[config.mk]
export PLATFORM = sky130hd
export DESIGN_NAME = gpio_bank
export DESIGN_NICKNAME = d
export VERILOG_FILES = /design/src/rtl/gpio_bank_pkg.sv /design/src/rtl/gpio_bank_sync.sv /design/src/rtl/gpio_bank_fsel.sv /design/src/rtl/gpio_bank_outlatch.sv /design/src/rtl/gpio_bank.sv
export SDC_FILE = /design/constraint.sdc
export NUM_CORES = 1
export LEC_CHECK = 0
export BUFFER_PORTS_ARGS = -buffer_cell sky130_fd_sc_hd__buf_2
export CAP_MARGIN = 30
export CORE_ASPECT_RATIO = 0.5
export CORE_MARGIN = 2
export CORE_UTILIZATION = 40
export CTS_CLUSTER_SIZE = 16
export DETAILED_ROUTE_END_ITERATION = 16
export GPL_ROUTABILITY_DRIVEN = 0
export PLACE_DENSITY_LB_ADDON = 0.08
export REMOVE_ABC_BUFFERS = 1
export SYNTH_ARGS = -nofsm -noshare
export SYNTH_HDL_FRONTEND = slang
export SYNTH_SLANG_ARGS = --single-unit
[constraint.sdc]
create_clock -name clk -period 3.65 [get_ports clk]
set_input_delay 0.73 -clock clk [delete_from_list [all_inputs] [get_ports clk]]
set_output_delay 0.73 -clock clk [all_outputs]
set_load 0.1 [all_outputs]
[src/rtl/gpio_bank_pkg.sv]
package gpio_bank_pkg;
    localparam int FSEL_BASE = 0;
    localparam int SET_BASE  = 7;
    localparam int CLR_BASE  = 10;
    localparam int LEV_BASE  = 13;
    localparam int FUNC_OUT  = 1;
endpackage

[src/rtl/gpio_bank_sync.sv]
module gpio_bank_sync #(
    parameter int W = 54
) (
    input  logic         clk,
    input  logic         rst_n,
    input  logic [W-1:0] async_i,
    output logic [W-1:0] sync_o
);
    typedef struct packed {
        logic [W-1:0] s1;
        logic [W-1:0] s2;
    } sync_state_t;

    sync_state_t st_d, st_q;

    always_comb begin
        st_d    = st_q;
        st_d.s1 = async_i;
        st_d.s2 = st_q.s1;
    end

    always_ff @(posedge clk or negedge rst_n) begin
        if (!rst_n) st_q <= '0;
        else        st_q <= st_d;
    end

    assign sync_o = st_q.s2;

    // checker state: edges seen since reset, saturating
    logic [1:0] warm_q;
    always_ff @(posedge clk or negedge rst_n) begin
        if (!rst_n)               warm_q <= 2'd0;
        else if (warm_q != 2'd3)  warm_q <= warm_q + 2'd1;
    end


    two_stage_latency_chk: assert property (@(posedge clk) disable iff (!rst_n)
        (warm_q == 2'd3) |-> (sync_o == $past(async_i, 2)));
endmodule

[src/rtl/gpio_bank_fsel.sv]
module gpio_bank_fsel #(
    parameter int NUM_PINS = 54,
    parameter int FSEL_W   = 3,
    parameter int PER_WORD = 10,
    parameter int ADDR_W   = 4,
    parameter int DATA_W   = 32,
    parameter int BASE     = 0,
    parameter int FUNC_OUT = 1
) (
    input  logic              clk,
    input  logic              rst_n,
    input  logic              wr_en,
    input  logic [ADDR_W-1:0] addr,
    input  logic [DATA_W-1:0] wr_data,
    output logic [DATA_W-1:0] rd_data,
    output logic [NUM_PINS-1:0] oe_o
);
    localparam int FLAT_W = NUM_PINS * FSEL_W;
    localparam int USED_W = PER_WORD * FSEL_W;

    typedef struct packed {
        logic [FLAT_W-1:0] fsel;
    } fsel_state_t;

    fsel_state_t st_d, st_q;

    logic unused_wdata;
    assign unused_wdata = ^wr_data[DATA_W-1:USED_W];

    always_comb begin
        st_d = st_q;
        if (wr_en) begin
            for (int p = 0; p < NUM_PINS; p++) begin
                if (addr == ADDR_W'(BASE + p / PER_WORD))
                    st_d.fsel[p*FSEL_W +: FSEL_W] = wr_data[(p % PER_WORD)*FSEL_W +: FSEL_W];
            end
        end
    end

    always_ff @(posedge clk or negedge rst_n) begin
        if (!rst_n) st_q <= '0;
        else        st_q <= st_d;
    end

    always_comb begin
        rd_data = '0;
        for (int p = 0; p < NUM_PINS; p++) begin
            if (addr == ADDR_W'(BASE + p / PER_WORD))
                rd_data[(p % PER_WORD)*FSEL_W +: FSEL_W] = st_q.fsel[p*FSEL_W +: FSEL_W];
        end
    end

    for (genvar p = 0; p < NUM_PINS; p++) begin : g_oe
        assign oe_o[p] = (st_q.fsel[p*FSEL_W +: FSEL_W] == FSEL_W'(FUNC_OUT));
    end


    oe_follows_code_chk: assert property (@(posedge clk) disable iff (!rst_n)
        (wr_en && addr == ADDR_W'(BASE)) |=>
        (oe_o[0] == ($past(wr_data[FSEL_W-1:0]) == FSEL_W'(FUNC_OUT))));
endmodule

[src/rtl/gpio_bank_outlatch.sv]
module gpio_bank_outlatch #(
    parameter int NUM_PINS = 54,
    parameter int ADDR_W   = 4,
    parameter int DATA_W   = 32,
    parameter int SET_BASE = 7,
    parameter int CLR_BASE = 10
) (
    input  logic                clk,
    input  logic                rst_n,
    input  logic                wr_en,
    input  logic [ADDR_W-1:0]   addr,
    input  logic [DATA_W-1:0]   wr_data,
    output logic [NUM_PINS-1:0] latch_o
);
    typedef struct packed {
        logic [NUM_PINS-1:0] lat;
    } latch_state_t;

    latch_state_t st_d, st_q;

    always_comb begin
        st_d = st_q;
        if (wr_en) begin
            for (int p = 0; p < NUM_PINS; p++) begin
                if (addr == ADDR_W'(SET_BASE + p / DATA_W) && wr_data[p % DATA_W])
                    st_d.lat[p] = 1'b1;
                if (addr == ADDR_W'(CLR_BASE + p / DATA_W) && wr_data[p % DATA_W])
                    st_d.lat[p] = 1'b0;
            end
        end
    end

    always_ff @(posedge clk or negedge rst_n) begin
        if (!rst_n) st_q <= '0;
        else        st_q <= st_d;
    end

    assign latch_o = st_q.lat;


    set_pin0_chk: assert property (@(posedge clk) disable iff (!rst_n)
        (wr_en && addr == ADDR_W'(SET_BASE) && wr_data[0]) |=> latch_o[0]);


    clr_pin0_chk: assert property (@(posedge clk) disable iff (!rst_n)
        (wr_en && addr == ADDR_W'(CLR_BASE) && wr_data[0]) |=> !latch_o[0]);


    low_group_hold_chk: assert property (@(posedge clk) disable iff (!rst_n)
        !(wr_en && (addr == ADDR_W'(SET_BASE) || addr == ADDR_W'(CLR_BASE)))
        |=> $stable(latch_o[DATA_W-1:0]));
endmodule

[src/rtl/gpio_bank.sv]
module gpio_bank
    import gpio_bank_pkg::*;
#(
    parameter int NUM_PINS = 54,
    parameter int FSEL_W   = 3,
    parameter int PER_WORD = 10,
    parameter int ADDR_W   = 4,
    parameter int DATA_W   = 32
) (
    input  logic                clk,
    input  logic                rst_n,
    input  logic [ADDR_W-1:0]   bus_addr,
    input  logic                bus_we,
    input  logic [DATA_W-1:0]   bus_wdata,
    output logic [DATA_W-1:0]   bus_rdata,
    input  logic [NUM_PINS-1:0] pad_in,
    output logic [NUM_PINS-1:0] pad_out,
    output logic [NUM_PINS-1:0] pad_oe
);
    logic [DATA_W-1:0]   fsel_rd;
    logic [DATA_W-1:0]   lvl_rd;
    logic [NUM_PINS-1:0] lvl_sync;

    gpio_bank_fsel #(
        .NUM_PINS(NUM_PINS), .FSEL_W(FSEL_W), .PER_WORD(PER_WORD),
        .ADDR_W(ADDR_W), .DATA_W(DATA_W), .BASE(FSEL_BASE), .FUNC_OUT(FUNC_OUT)
    ) u_fsel (
        .clk(clk), .rst_n(rst_n), .wr_en(bus_we), .addr(bus_addr),
        .wr_data(bus_wdata), .rd_data(fsel_rd), .oe_o(pad_oe)
    );

    gpio_bank_outlatch #(
        .NUM_PINS(NUM_PINS), .ADDR_W(ADDR_W), .DATA_W(DATA_W),
        .SET_BASE(SET_BASE), .CLR_BASE(CLR_BASE)
    ) u_latch (
        .clk(clk), .rst_n(rst_n), .wr_en(bus_we), .addr(bus_addr),
        .wr_data(bus_wdata), .latch_o(pad_out)
    );

    gpio_bank_sync #(.W(NUM_PINS)) u_sync (
        .clk(clk), .rst_n(rst_n), .async_i(pad_in), .sync_o(lvl_sync)
    );

    always_comb begin
        lvl_rd = '0;
        for (int p = 0; p < NUM_PINS; p++) begin
            if (bus_addr == ADDR_W'(LEV_BASE + p / DATA_W))
                lvl_rd[p % DATA_W] = lvl_sync[p];
        end
    end

    assign bus_rdata = fsel_rd | lvl_rd;


    strobe_reads_zero_chk: assert property (@(posedge clk) disable iff (!rst_n)
        (bus_addr == ADDR_W'(SET_BASE) || bus_addr == ADDR_W'(SET_BASE + 1) ||
         bus_addr == ADDR_W'(CLR_BASE) || bus_addr == ADDR_W'(CLR_BASE + 1))
        |-> (bus_rdata == '0));
endmodule

==> results.json, run 1 <==
{
  "endpoint_kind": "output pin",
  "cts-htree-levels": 1,
  "clk_path_buf_depth": 3,
  "post-route-util_pct": 49.9,
  "die_w_um": 262,
  "status": "finished clean",
  "rsz0062_at_grt": "false",
  "tightestPinTransition_ns": 0.759,
  "critPathKind": "in -> out",
  "die_y_um": 133,
  "fillers": 2954,
  "grt_remaining_overflow": 0,
  "start_util_pct": 40.4,
  "fin_crit_sh_pct": 90.6,
  "path_depth": 8,
  "antenna_found_initial": 1,
  "num_vias": 9455,
  "rows": 47,
  "syn_to_final_growth_pct": 23.4,
  "synth_area_per_cell_um2": 12.4,
  "design_area_um2": 16400,
  "wl_per_cell_um": 21.9,
  "finalSetupTns_ns": 0,
  "cp_common_cell": "buf_4",
  "finalHoldViolations": 0,
  "path_buf_inv": 5,
  "synth-warning-count": 0,
  "path_clk_slew_ns": 0.06,
  "layout_common_cells": "dfrtp_1, buf_2, a31oi_1, mux2_1, o21ai_0",
  "mostFrequentLayoutCell": "dfrtp_1",
  "core_area_um2": 32900,
  "io_buffers": 232,
  "drtAntennaViolNets": 0,
  "syn_inst": 1072,
  "crit_chain": "buf_2 > inv_2 > buf_4 > nor3_2 > buf_4 > nand2_1 > o221ai_1 > buf_12",
  "ir_worst_vdd_mv": 0.321,
  "setup_viol": 0,
  "cts_hold_buf": 0,
  "dp_hpwl_mm": 26.3,
  "synth_top_area_cell": "dfrtp_1",
  "path_max_fanout": 19,
  "drive_gt1_share_pct": 30.6,
  "routed_wl_mm": 38.3,
  "crit_slowest_cell": "buf_4",
  "cp_top_family": "buffers and inverters",
  "min_path_type": "in -> async",
  "slew_headroom_pct": 49.4,
  "leakagePower_nw": 7.43,
  "fin_crit_ns": 3.31,
  "worstPathArrival_ns": 2.58,
  "cts_made_buffers": 30,
  "drtIter0Drc": 686,
  "maxCapViolations": 0,
  "grt_pass1_wl_mm": 58.7,
  "holdWs_ns": 0.144,
  "cts.sinks": 324,
  "cts_tree": "done",
  "netlist.area_leader.share_pct": 60.9,
  "firstDrtPassIters": 5,
  "reg2regPathDepth": 1,
  "grt_max_degree": 87,
  "netlist_area_um2": 13300,
  "via_per_inst": 5.40,
  "track_usage_pct": 22.1,
  "drc": 0,
  "grt_pass1_vias": 9635,
  "cts_resized": 0,
  "diodes": 0,
  "synth_cell_types": 42,
  "fin_skew_ns": 0.00513,
  "synth.ff_latch_count": 324,
  "nNetsFinal": 1378,
  "dieArea_um2": 34800,
  "cts_setup_buffers": 0,
  "postPlaceCellArea_um2": 15300,
  "cp.required_ns": 2.92,
  "clockRootBuffer": "clkbuf_16",
  "start_kind": "input port",
  "clk_latency_ns": 0.56,
  "yosysSeqAreaShare_pct": 60.9,
  "max_freq_ghz": 0.302,
  "critPathMaxStageDelay_ns": 0.35,
  "synth_area_leaders": "dfrtp_1, mux2_1, a31oi_1",
  "boundaryPins": 233,
  "power.density_nw_per_um2": 725,
  "slew_violations": 0
}
synth_stat cells:
cell,n
dfrtp_1,324
a31oi_1,109
mux2_1,108
o21ai_0,60
mux2_2,54
nor3b_1,47
nand2_1,46
clkbuf_1,39
buf_2,34
a21oi_1,33
a22oi_1,29
nor2_1,29
inv_1,19
o221ai_1,18
nand2b_1,14
nor3_1,13
buf_1,12
a221o_1,8
a32o_1,8
clkbuf_2,8
mux2i_1,8
o22ai_1,7
and2_1,6
nor2b_1,6
or2_2,5
buf_4,4
nand3_1,3
and3_1,2
buf_6,2
nand3b_1,2
nand4_1,2
o21ai_1,2
or2_1,2
a22o_1,1
a32oi_1,1
and2_0,1
and4b_1,1
inv_2,1
nor2_2,1
nor2_4,1
nor3_2,1
or4b_4,1
per-layer routing:
layer / GRT usage, % / vias up / part of all wire [%]
li1: - / 4345 / -
met1: 31.5 / 4823 / 46
met2: 36.2 / 242 / 48
met3: 3.18 / 45 / 3.9
met4: 4.36 / 0 / 1.7
met5: 0 / - / 0
worst paths after layout:
| path | slack (ns) | to | from |
|---|---|---|---|
| min in group clk | 0.27 | u_sync.st_d[30]$_DFF_PN0_ | pad_in[30] |
| min | 0.14 | u_sync.st_d[9]$_DFF_PN0_ | rst_n |
| max in group asynchronous | 2.51 | u_sync.sync_o[51]$_DFF_PN0_ | rst_n |
| min reg2reg | 0.35 | u_sync.sync_o[5]$_DFF_PN0_ | u_sync.st_d[5]$_DFF_PN0_ |
| max | 0.34 | bus_rdata[23] | bus_addr[0] |
| max reg2reg | 2.80 | u_fsel.st_q[147]$_DFFE_PN0P_ | u_fsel.st_q[147]$_DFFE_PN0P_ |
kinds of logic after synthesis:
kind of cell,Yosys count,share of synthesized area [%]
and+or+nand+nor,183,7.65
muxes,170,14.3
buffers and inverters,119,3.98
AOI/OAI and AO/OA,276,13.2
DFF,324,60.9
cell type report:
cell class / count / area [um2] / area share, %
tap: 441 / 552 / 3.36
multi-input combinational: 629 / 4710 / 28.6
clock buffer: 39 / 836 / 5.09
timing repair buffer: 280 / 1880 / 11.5
clock inverter: 17 / 273 / 1.66
inverter: 20 / 75.1 / 0.457
sequential: 324 / 8110 / 49.3
power breakdown:
part	switching (mW)	total [mW]	internal [mW]
Sequential	0.420	4.63	4.21
Combinational	2.91	3.74	0.836
Clock	1.43	3.55	2.11
Total	4.76	11.9	7.16
per-stage QoR:
stage | cells | total power [mW] | setup WS (ns)
2_1_floorplan | 973 | 7.54 | -0.339
3_3_place_gp | 1694 | 8.39 | 0.377
3_5_place_dp | 1694 | 8.46 | 0.340
4_1_cts | 1750 | 12.0 | 0.335
5_1_grt | 1750 | 12.4 | 0.216
6_report | 1750 | 11.9 | 0.341
flip-flops by register name, indices dropped and copies added, names as in the netlist:
register and flops:
u_fsel.st_q 162, u_latch.latch_o 54, u_sync.st_d 54, u_sync.sync_o 54
Note: power is estimated with default switching activity, not from simulation.
==> inputs of run 2 (changes only) <==
==> constraint.sdc (replaced) <==
create_clock -name clk -period 3.9 [get_ports clk]
set_input_delay 0.78 -clock clk [delete_from_list [all_inputs] [get_ports clk]]
set_output_delay 0.78 -clock clk [all_outputs]
set_load 0.1 [all_outputs]
==> results.json, run 2 (synthesized netlist as in run 1, its figures left out) <==
{
  "status": "finished clean",
  "p_sw_share_pct": 40.4,
  "power.density_nw_per_um2": 672,
  "slew_headroom_pct": 49.7,
  "min_path_type": "in -> async",
  "cts-htree-levels": 1,
  "track_usage_pct": 22.4,
  "p_int_mw": 6.54,
  "grt_pass1_wl_mm": 59.4,
  "multi_input_area_um2": 4710,
  "postPlaceCellArea_um2": 15300,
  "cts_setup_buffers": 0,
  "reg2regPathDepth": 1,
  "fillers": 3036,
  "holdWs_ns": 0.150,
  "firstDrtPassIters": 5,
  "cts_tree": "done",
  "largest_register_ffs": 162,
  "r2r_start": "u_fsel.st_q[107]$_DFFE_PN0P_",
  "cp.required_ns": 3.12,
  "mostFrequentLayoutCell": "dfrtp_1",
  "finalHoldViolations": 0,
  "regMostFlops": "u_fsel.st_q",
  "grt_max_degree": 76,
  "slew_violations": 0,
  "comb_power_share_pct": 31.9,
  "rsz0062_at_grt": "false",
  "num_vias": 9516,
  "clkPwrFrac_pct": 28.6,
  "syn_to_final_growth_pct": 22.7,
  "start_kind": "input port",
  "dp_hpwl_mm": 26.8,
  "cts_hold_buf": 0,
  "path_max_fanout": 23,
  "reg2reg_slack_ns": 3.06,
  "grt_remaining_overflow": 0,
  "post-route-util_pct": 49.6,
  "met2_usage_pct": 37.4,
  "clk_latency_ns": 0.57,
  "worstPathArrival_ns": 2.89,
  "core_area_um2": 32900,
  "fin_skew_ns": 0.00639,
  "die_y_um": 133,
  "drc": 0,
  "p_sw_mw": 4.44,
  "cts_resized": 0,
  "clockRootBuffer": "clkbuf_16",
  "clk_path_buf_depth": 3,
  "drtIter0Drc": 588,
  "path_clk_slew_ns": 0.07,
  "boundaryPins": 233,
  "grt_use_met1_pct": 31.0,
  "grt_pass1_vias": 9969,
  "drtAntennaViolNets": 0,
  "max_freq_ghz": 0.272,
  "via_per_inst": 5.45,
  "leakagePower_nw": 7.36,
  "seq_area_um2": 8110,
  "die_w_um": 262,
  "ir_worst_vdd_mv": 0.344,
  "routed_wl_mm": 38.5,
  "layout_common_cells": "dfrtp_1, buf_2, a31oi_1, mux2_1, o21ai_0",
  "nNetsFinal": 1370,
  "cts_made_buffers": 30,
  "seqPwrFrac_pct": 39.5,
  "timing.rr.end": "u_fsel.st_q[107]$_DFFE_PN0P_",
  "critPathKind": "in -> out",
  "io_buffers": 232,
  "busiest_layer": "met2",
  "setup_viol": 0,
  "antenna_found_initial": 2,
  "start_util_pct": 40.4,
  "design_area_um2": 16300,
  "startpoint": "bus_addr[0]",
  "fin_crit_ns": 3.67,
  "tightestPinTransition_ns": 0.755,
  "dieArea_um2": 34800,
  "endpoint_kind": "output pin",
  "cts.sinks": 324,
  "rows": 47,
  "drive_gt1_share_pct": 30.0,
  "maxCapViolations": 0,
  "grt_util_met3_pct": 3.28,
  "wl_per_cell_um": 22.1,
  "fin_crit_sh_pct": 94.2
}
## run 2: cell count changes in the layout (fill, tap and decap cells not counted), sizes merged
cell / before / now
diode: 0 / 4
bufinv: 7 / 5
inv: 21 / 20
buf: 280 / 272
clkbuf: 39 / 40
clkinvlp: 2 / 3
## run 2: worst max path at each step
stage / endpoint / slack [ns] / cells past startpoint
floorplan: bus_rdata[22] / -0.19 / 3
global placement: bus_rdata[6] / 0.28 / 7
detailed placement: bus_rdata[7] / 0.24 / 7
CTS: bus_rdata[7] / 0.22 / 7
global route: bus_rdata[8] / 0.08 / 7
finish: bus_rdata[7] / 0.23 / 7
## run 2: layout make-up
| type | instances | share of cell area, % |
|---|---|---|
| Tap cell | 441 | 3.38 |
| Clock buffer | 40 | 5.08 |
| Multi-Input combinational cell | 629 | 28.8 |
| Clock inverter | 15 | 1.27 |
| Sequential cell | 324 | 49.6 |
| Timing Repair Buffer | 272 | 11.3 |
| Antenna cell | 4 | 0.0613 |
| Inverter | 20 | 0.460 |
## run 2: worst max-delay path, cell delays in order
cell and delay (ns):
buf_2 0.43, inv_2 0.26, nor3_2 0.45, buf_4 0.27, a22oi_1 0.10, o221ai_1 0.36
buf_12 0.23
## run 2: routing by layer
| metal | routed length, um | share of wire (%) |
|---|---|---|
| met2 | 19100 | 50 |
| met1 | 17200 | 45 |
| met4 | 765 | 2.0 |
| met3 | 1520 | 3.9 |
| met5 | 0 | 0 |
## run 2: power by group through the flow
stage	clock (mW)	combinational (mW)	sequential, mW
finish	3.14	3.50	4.33
global route	3.37	3.66	4.41
CTS	3.22	3.53	4.33
detailed placement	0	3.53	4.39
global placement	0	3.49	4.36
floorplan	0	1.82	5.24
## run 2: through the flow
step / setup slack [ns] / total power, mW / std cells / TNS (ns)
detailed placement: 0.238 / 7.92 / 1686 / 0
finish: 0.227 / 11.0 / 1745 / 0
floorplan: -0.189 / 7.06 / 973 / -3.24
global route: 0.0775 / 11.4 / 1743 / 0
CTS: 0.218 / 11.1 / 1741 / 0
global placement: 0.283 / 7.85 / 1685 / 0
